<file path="config.mk">
export PLATFORM = sky130hd
export DESIGN_NAME = pci_park_arbiter
export DESIGN_NICKNAME = d
export VERILOG_FILES = /design/src/rtl/pci_arb_pkg.sv /design/src/rtl/pci_arb_rr_pick.sv /design/src/rtl/pci_arb_idle_timer.sv /design/src/rtl/pci_park_arbiter.sv
export SDC_FILE = /design/constraint.sdc
export NUM_CORES = 1
export LEC_CHECK = 0
export BUFFER_PORTS_ARGS = -buffer_cell sky130_fd_sc_hd__clkbuf_2
export CORE_MARGIN = 8
export CORE_UTILIZATION = 40
export CTS_BUF_LIST = sky130_fd_sc_hd__clkbuf_8 sky130_fd_sc_hd__clkbuf_16
export DETAILED_ROUTE_END_ITERATION = 10
export PLACE_DENSITY = 0.67
export SLEW_MARGIN = 15
export SYNTH_ARGS = -nofsm -noshare
export SYNTH_HDL_FRONTEND = slang
export SYNTH_SLANG_ARGS = --single-unit
</file>
<file path="constraint.sdc">
create_clock -name clk -period 12.05 [get_ports clk]
set_input_delay 0 -clock clk [delete_from_list [all_inputs] [get_ports clk]]
set_output_delay 0 -clock clk [all_outputs]
set_load 0.02 [all_outputs]
</file>
<file path="src/rtl/pci_arb_pkg.sv">
package pci_arb_pkg;

    // Default sizing of the arbiter
    localparam int ARB_MASTERS    = 6;
    localparam int ARB_IDLE_LIMIT = 16;

    // Master index of the internal host bridge; also the fallback parking master
    localparam int ARB_HOST_IDX   = 0;

endpackage

</file>
<file path="src/rtl/pci_arb_rr_pick.sv">
// Round-robin selector: the first requester found counting upward (with wrap)
// from the index that follows the last winner.
module pci_arb_rr_pick #(
    parameter int N_MASTERS = 6,
    localparam int IDX_W    = $clog2(N_MASTERS)
) (
    input  logic [N_MASTERS-1:0] req,
    input  logic [IDX_W-1:0]     last,
    output logic                 any,
    output logic [IDX_W-1:0]     win
);

    always_comb begin
        any = 1'b0;
        win = '0;
        for (int k = 1; k <= N_MASTERS; k++) begin
            int idx;
            idx = (int'(last) + k) % N_MASTERS;
            if (!any && req[idx]) begin
                any = 1'b1;
                win = IDX_W'(idx);
            end
        end
    end

endmodule

</file>
<file path="src/rtl/pci_arb_idle_timer.sv">
// Counts consecutive enabled cycles and flags the LIMIT-th one.
module pci_arb_idle_timer #(
    parameter int LIMIT = 16,
    localparam int CW   = $clog2(LIMIT + 1)
) (
    input  logic clk,
    input  logic rst_n,
    input  logic count_en,
    output logic expire
);

    logic [CW-1:0] cnt_d, cnt_q;

    always_comb begin
        cnt_d  = count_en ? cnt_q + 1'b1 : '0;
        expire = count_en && (cnt_q == CW'(LIMIT - 1));
    end

    always_ff @(posedge clk or negedge rst_n) begin
        if (!rst_n) cnt_q <= '0;
        else        cnt_q <= cnt_d;
    end

endmodule

</file>
<file path="src/rtl/pci_park_arbiter.sv">
module pci_park_arbiter
    import pci_arb_pkg::*;
#(
    parameter int N_MASTERS  = ARB_MASTERS,
    parameter int IDLE_LIMIT = ARB_IDLE_LIMIT,
    localparam int IDX_W     = $clog2(N_MASTERS)
) (
    input  logic                 clk,
    input  logic                 rst_n,
    input  logic [N_MASTERS-1:0] req_n,
    input  logic                 frame_n,
    input  logic                 irdy_n,
    input  logic [IDX_W-1:0]     park_sel,
    output logic [N_MASTERS-1:0] gnt_n
);

    typedef struct packed {
        logic             gnt_vld;    // a grant is being driven
        logic [IDX_W-1:0] owner;      // index of the granted master
        logic             parked;     // grant is a parking grant
        logic [IDX_W-1:0] last;       // last master granted on request
        logic             frame_prev; // frame_n of the previous cycle
    } arb_state_t;

    arb_state_t state_d, state_q;

    logic [N_MASTERS-1:0] req;
    logic                 bus_idle;
    logic                 switch_ok;
    logic                 pick_any;
    logic [IDX_W-1:0]     pick_win;
    logic [IDX_W-1:0]     park_idx;
    logic                 idle_cnt_en;
    logic                 idle_expire;

    assign req       = ~req_n;
    assign bus_idle  = frame_n & irdy_n;
    // Safe handover: idle bus, or the first cycle with FRAME# released
    assign switch_ok = frame_n & (irdy_n | ~state_q.frame_prev);
    assign park_idx  = (int'(park_sel) < N_MASTERS) ? park_sel : IDX_W'(ARB_HOST_IDX);

    pci_arb_rr_pick #(
        .N_MASTERS (N_MASTERS)
    ) u_pick (
        .req  (req),
        .last (state_q.last),
        .any  (pick_any),
        .win  (pick_win)
    );

    assign idle_cnt_en = state_q.gnt_vld & ~state_q.parked & bus_idle;

    pci_arb_idle_timer #(
        .LIMIT (IDLE_LIMIT)
    ) u_idle (
        .clk      (clk),
        .rst_n    (rst_n),
        .count_en (idle_cnt_en),
        .expire   (idle_expire)
    );

    always_comb begin
        state_d            = state_q;
        state_d.frame_prev = frame_n;

        if (!state_q.gnt_vld) begin
            // Gap or post-reset cycle: hand out a fresh grant
            state_d.gnt_vld = 1'b1;
            if (pick_any) begin
                state_d.owner  = pick_win;
                state_d.parked = 1'b0;
                state_d.last   = pick_win;
            end else begin
                state_d.owner  = park_idx;
                state_d.parked = 1'b1;
            end
        end else if (idle_expire) begin
            // Granted master never started a cycle: take the grant back
            state_d.gnt_vld = 1'b0;
        end else if (switch_ok) begin
            if (pick_any) begin
                if (pick_win == state_q.owner) begin
                    // Owner is the only requester (or a parked master asking)
                    state_d.parked = 1'b0;
                    state_d.last   = state_q.owner;
                end else begin
                    state_d.gnt_vld = 1'b0;
                end
            end else if (state_q.owner == park_idx) begin
                state_d.parked = 1'b1;
            end else begin
                state_d.gnt_vld = 1'b0;
            end
        end
    end

    always_ff @(posedge clk or negedge rst_n) begin
        if (!rst_n) begin
            state_q.gnt_vld    <= 1'b0;
            state_q.owner      <= IDX_W'(ARB_HOST_IDX);
            state_q.parked     <= 1'b0;
            state_q.last       <= IDX_W'(N_MASTERS - 1);
            state_q.frame_prev <= 1'b1;
        end else begin
            state_q <= state_d;
        end
    end

    always_comb begin
        gnt_n = '1;
        if (state_q.gnt_vld) gnt_n[state_q.owner] = 1'b0;
    end

endmodule

</file>
Word level (Yosys, flattened, before mapping)
Cells that the tools add are included.
Operators by class
  add/sub/neg operators: 7
  div/mod/pow operators: 6
  magnitude comparators: 9
  eq/ne operators: 8
  mux-type cells: 50
  bitwise logic cells: 9
  reduce and logical (&&, ||, !) cells: 15
Operators by type and width (count)
  $lt A32 B5 Y1 const B: 6
  $mod A32 B4 Y32 const B: 6
  $mux W1: 27
  $mux W3: 9
  $mux W4: 5
  $bmux W1 S3: 6
  $add A3 B3 Y4 const B: 3
  $not A6 Y6: 2
  $add A3 B2 Y4 const B: 2
  $logic_and A1 B1 Y1: 7
  $eq A3 B3 Y1: 2
  $mux W6: 1
  $ne A3 B1 Y1 const B: 2
  $add A5 B1 Y5 const B: 1
  $eq A5 B4 Y1 const B: 1
  $logic_not A1 Y1: 5
  $mux W5: 1
  $reduce_and A5 Y1: 1
  $add A3 B1 Y4 const B: 1
  $and A1 B1 Y1: 4
  $lt A3 B4 Y1 const B: 1
  $reduce_and A4 Y1: 1
  $demux W1 S3: 1
  $ge A3 B1 Y1 const B: 1
  other kinds (7): 8
Word-level totals
  flip-flop bits (word level): 14
  bits of input ports: 13
  output and inout port bits: 6
  word-level logic and storage cells: 110

Depth between registers and ports, before layout
  word-level depth: 27
  depth in mapped cells: 17
  gate-level depth less buffers: 15

Cells and area by module
A second synthesis with hierarchy kept.
Second synthesis, totals
  cells, all modules: 241
  area, all modules: 1930.6 sq um
By module, submodules not included
  pci_arb_rr_pick: instances 1, cells an instance 132, area each 979.7 sq um, seq. area each 0.0 sq um
  pci_park_arbiter: instances 1, cells an instance 90, area each 719.4 sq um, seq. area each 229.0 sq um
  pci_arb_idle_timer: instances 1, cells an instance 19, area each 231.5 sq um, seq. area each 125.1 sq um

Worst setup path before layout
OpenSTA, ideal clock, no wires.
  path kind: reg-to-reg
  start point: register, netlist name state_q[1]
  end point: register state_q[4] (netlist name)
  library setup time: 0.087 ns
  arrival: 3.918 ns
  data required time: 11.963 ns
  slack: 8.045 ns
  cell stages (with the launch flop): 18
  cell sequence: dfstp_2 buf_6 buf_6 inv_1 ha_1 xor2_4 inv_2 ha_1 nor2b_1 nand3_1 a22oi_2 mux2_4 o2bb2ai_2 a211oi_1 a2111oi_4 o211ai_2 a221o_1 a211oi_2
On the way
  longest elaborated chain between the ends: 25
  elaborated cells on any way between the ends: 61
  those cells by class: add/sub (6); div (6); eq/ne (3); mux (35); reduce/logical (11)
RTL lines
  branches (longest 25 deep; another with $mod A32 B4 Y32)
  to (signal assigned): line pci_park_arbiter.sv:105  | state_q <= state_d;
  to (decl): line pci_park_arbiter.sv:25  | arb_state_t state_d, state_q;
Several ways; the timed one is not identified. The select of a mux whose other input is x is not followed.
A chain may end at the register's enable or synchronous reset.

Worst setup path in the final report
  start point: register, netlist name state_q[1]
  end point: register state_q[4] (netlist name)
On the way
  longest elaborated chain between the ends: 25
  elaborated cells on any way between the ends: 61
  those cells by class: add/sub (6); div (6); eq/ne (3); mux (35); reduce/logical (11)
RTL lines
  branches (longest 25 deep; another with $mod A32 B4 Y32)
Several ways; the timed one is not identified. The select of a mux whose other input is x is not followed.

==> metrics.md <==
| Metric | Value |
|---|---|
| Slew Limit Headroom | 57.4% |
| Clock sink total | 14 |
| Worst-Skew Late Latency | 0.25 ns |
| Max Fclk | 0.226 GHz |
| Sequential share of the synthesized area | 18.3% |
| Post-DRT Antenna Nets | 0 |
| Busiest grt layer | met2 |
| Net Count, Synth | 255 |
| CP Capture Type | register |
| # IOs | 19 |
| RSZ-0062 raised after global routing | false |
| Syn_area_per_cell | 8.40 um2 |
| Critical path class | register to register |
| Slew @ Worst Pin | 0.631 ns |
| Die H | 85.5 um |
| GP Congestion | 0.866 |
| Synth Instances | 230 |
| CTS Root Buffer Type | clkbuf_8 |
| Synthesized flop and latch total | 14 |
| DR iter-0 viols | 164 |
| M3 GR Usage | 1.91% |
| Met1 Usage GRT | 16.1% |
| Clk_skew | 0.00293 ns |
| Period utilisation layout | 36.8% |
| Period minus WS final | 4.43 ns |
| Synth area leader | dfrtp_1 |
| Initial antenna violation count | 0 |
| Critical-path cell list | inv_1 -> ha_1 -> xor2_4 -> inv_2 -> ha_1 -> nor2b_1 -> nand3_1 -> a22oi_2 -> mux2_4 -> o2bb2ai_2 -> a211oi_1 -> a2111oi_4 -> o211ai_2 -> a221o_1 -> a211oi_2 |
| GR Util met2 | 21.8% |
| Max-slew violations | 0 |
| Outcome | finished clean |
| GRT Total Usage | 12.7% |
| Num CTS Buffers | 3 |
| Largest net degree at the start of global routing | 19 |
| Aggregate global routing overflow | 0 |
| Area of the multi-input gates | 1460 um2 |
| Via density | 6.00 |
| Hold Fails Final Rpt | 0 |
| CTS tree | built |
| Hold crit path type | primary input to register |
| Area Overhead vs Synth | 8.94% |
| Share of post-route cells with drive strength above 1 | 23.3% |
| Initial Utilization | 41.2% |
| Avg WL per Cell | 15.3 um |
| Total wire length | 4590 um |
| Critical Path AT | 4.60 ns |
| First drt pass iteration count | 4 |
| Area contributors post-synth | dfrtp_1, ha_1, dfstp_2 |
| Global-route wire length before repair | 7860 um |
| Die footprint | 7310 um2 |
| Filler cells | 474 |
| Post-synth EDFFs | 0 |
| PortBufs | 18 |
| Vias in the first global route | 1701 |
| Post-DP HPWL | 3630 um |
| Setup violations, final | 0 |
| Worst-case clock buffer depth | 2 |
| Total negative slack | 0 ns |
| Vias post-DR | 1795 |
| Reg area | 354 um2 |
| MaxCap Viol Count | 0 |
| Die Wd | 85.5 um |
| Slowest CP cell | dfstp_2 |
| DRC errors left | 0 |
| Antenna Cells | 0 |
| Final nets | 271 |
| Clock-pin slew on the worst setup and hold paths | 0.06 ns |
| Core ar. | 4690 um2 |
| Cell mode on critical path | ha_1 |
| Synthesized area | 1930 um2 |
| Primary FF master, synth | dfrtp_1 |
| Row Count | 25 |
| Slowest stage delay, CP | 0.81 ns |
| Yosys top cell area share | 14.2% |
| Most frequent cells in the layout | nand2_1, nor2_1, clkbuf_2 |
| CP Launch Type | register |
| Setup Buffers After CTS | 0 |
| Worst-path fanout max | 18 |
| Post-synthesis cell type count | 74 |
| H-tree depth | 1 |
| Ys async rst share | 100% |
| CP required | 12.21 ns |
| Warnings from Yosys | 0 |
[cells by family after synthesis]
logic type	count (synthesis)	synth area share [%]
buffers and inverters	25	6.22
AO/OA/AOI/OAI	74	31.5
XOR/XNOR	7	4.53
AND/OR/NAND/NOR	87	24.2
multiplexers	11	7.38
flip-flops	14	18.3
adder cells (fa/ha/maj)	12	7.77
[worst max-delay path, delay by kind of cell, from the launching register on]
family                     cells  cell delay (ns)
adders and majority gates      2             0.59
xor gates and xnor gates       1             0.19
buffers and inverters          2             0.28
muxes                          1             0.38
and+or+nand+nor                2             0.41
AOI/OAI and AO/OA              7             1.69
DFF                            1             0.81
[flip-flops by register name, indices dropped and copies added, names as in the netlist]
| register | flops |
|---|---|
| u_idle.cnt_q | 5 |
| state_q | 9 |
[path summary, 6_finish.rpt]
| kind | to | cells after the start | slack (ns) | from |
|---|---|---|---|---|
| worst max-delay path | state_q[4]$_DFFE_PN0P_ | 15 | 7.62 | state_q[1]$_DFFE_PN1P_ |
| max in group asynchronous | state_q[1]$_DFFE_PN1P_ | 2 | 11.56 | rst_n |
| worst max register to register | state_q[4]$_DFFE_PN0P_ | 15 | 7.62 | state_q[1]$_DFFE_PN1P_ |
| worst min register to register | u_idle.cnt_q[0]$_DFF_PN0_ | 1 | 0.46 | u_idle.cnt_q[0]$_DFF_PN0_ |
| worst min-delay path | state_q[5]$_DFFE_PN0N_ | 3 | 0.03 | park_sel[0] |
| min in group asynchronous | state_q[8]$_DFF_PN0_ | 2 | 0.18 | rst_n |
[layer usage]
layer	vias up	wire, um
li1	896	-
met1	849	2160
met2	43	2170
met3	7	201
met4	0	57
met5	-	0
[layout make-up]
class                   count  area share [%]
inverters                  16            2.85
multi-input cells         191            69.3
flip-flops and latches     14            16.8
repair buffers             20            5.23
clock buffers               4            2.62
well taps                  54            3.21
[per-stage QoR]
| step | util (%) | setup slack, ns | hold WS [ns] | std cells | area [um2] |
|---|---|---|---|---|---|
| CTS | 44.9 | 7.60 | 0.0334 | 299 | 2100 |
| global route | 44.9 | 7.28 | 0.0370 | 299 | 2100 |
| finish | 44.9 | 7.62 | 0.0328 | 299 | 2100 |
| global placement | 43.3 | 7.79 | -0.0752 | 293 | 2030 |
| detailed placement | 43.3 | 7.62 | -0.0757 | 293 | 2030 |
| floorplan | - | 8.04 | -0.296 | 230 | 1930 |
[cells in the mapped netlist, types with 2 or more instances]
cell type,instances
a21oi_1,6
nand2_1,19
and3_1,3
buf_2,3
ha_1,12
dfstp_2,3
a21o_1,4
clkbuf_1,3
dfrtp_1,11
nand3_1,11
nor4_1,3
inv_2,3
a31oi_1,6
xnor2_1,2
buf_6,3
a211oi_1,2
nor3_1,9
o21ai_1,2
o211ai_2,2
a221o_1,2
mux2_2,3
nor2b_1,4
o211ai_1,2
nor2_1,19
o21ai_0,11
inv_1,13
mux2_4,3
o22ai_1,2
nand2b_1,2
nand3b_1,5
o21bai_1,2
xor2_1,3
a211oi_2,3
mux2i_1,3
o311ai_0,2
o21a_1,5
and2_1,2
[timing repair]
item,in CTS,in global routing
gates resized for setup,0,0
hold endpoints to repair,15,0
hold buffers,2,0
Power is not shown: default switching activity piles up to over one toggle a cycle in this logic, so the estimate is an artifact.
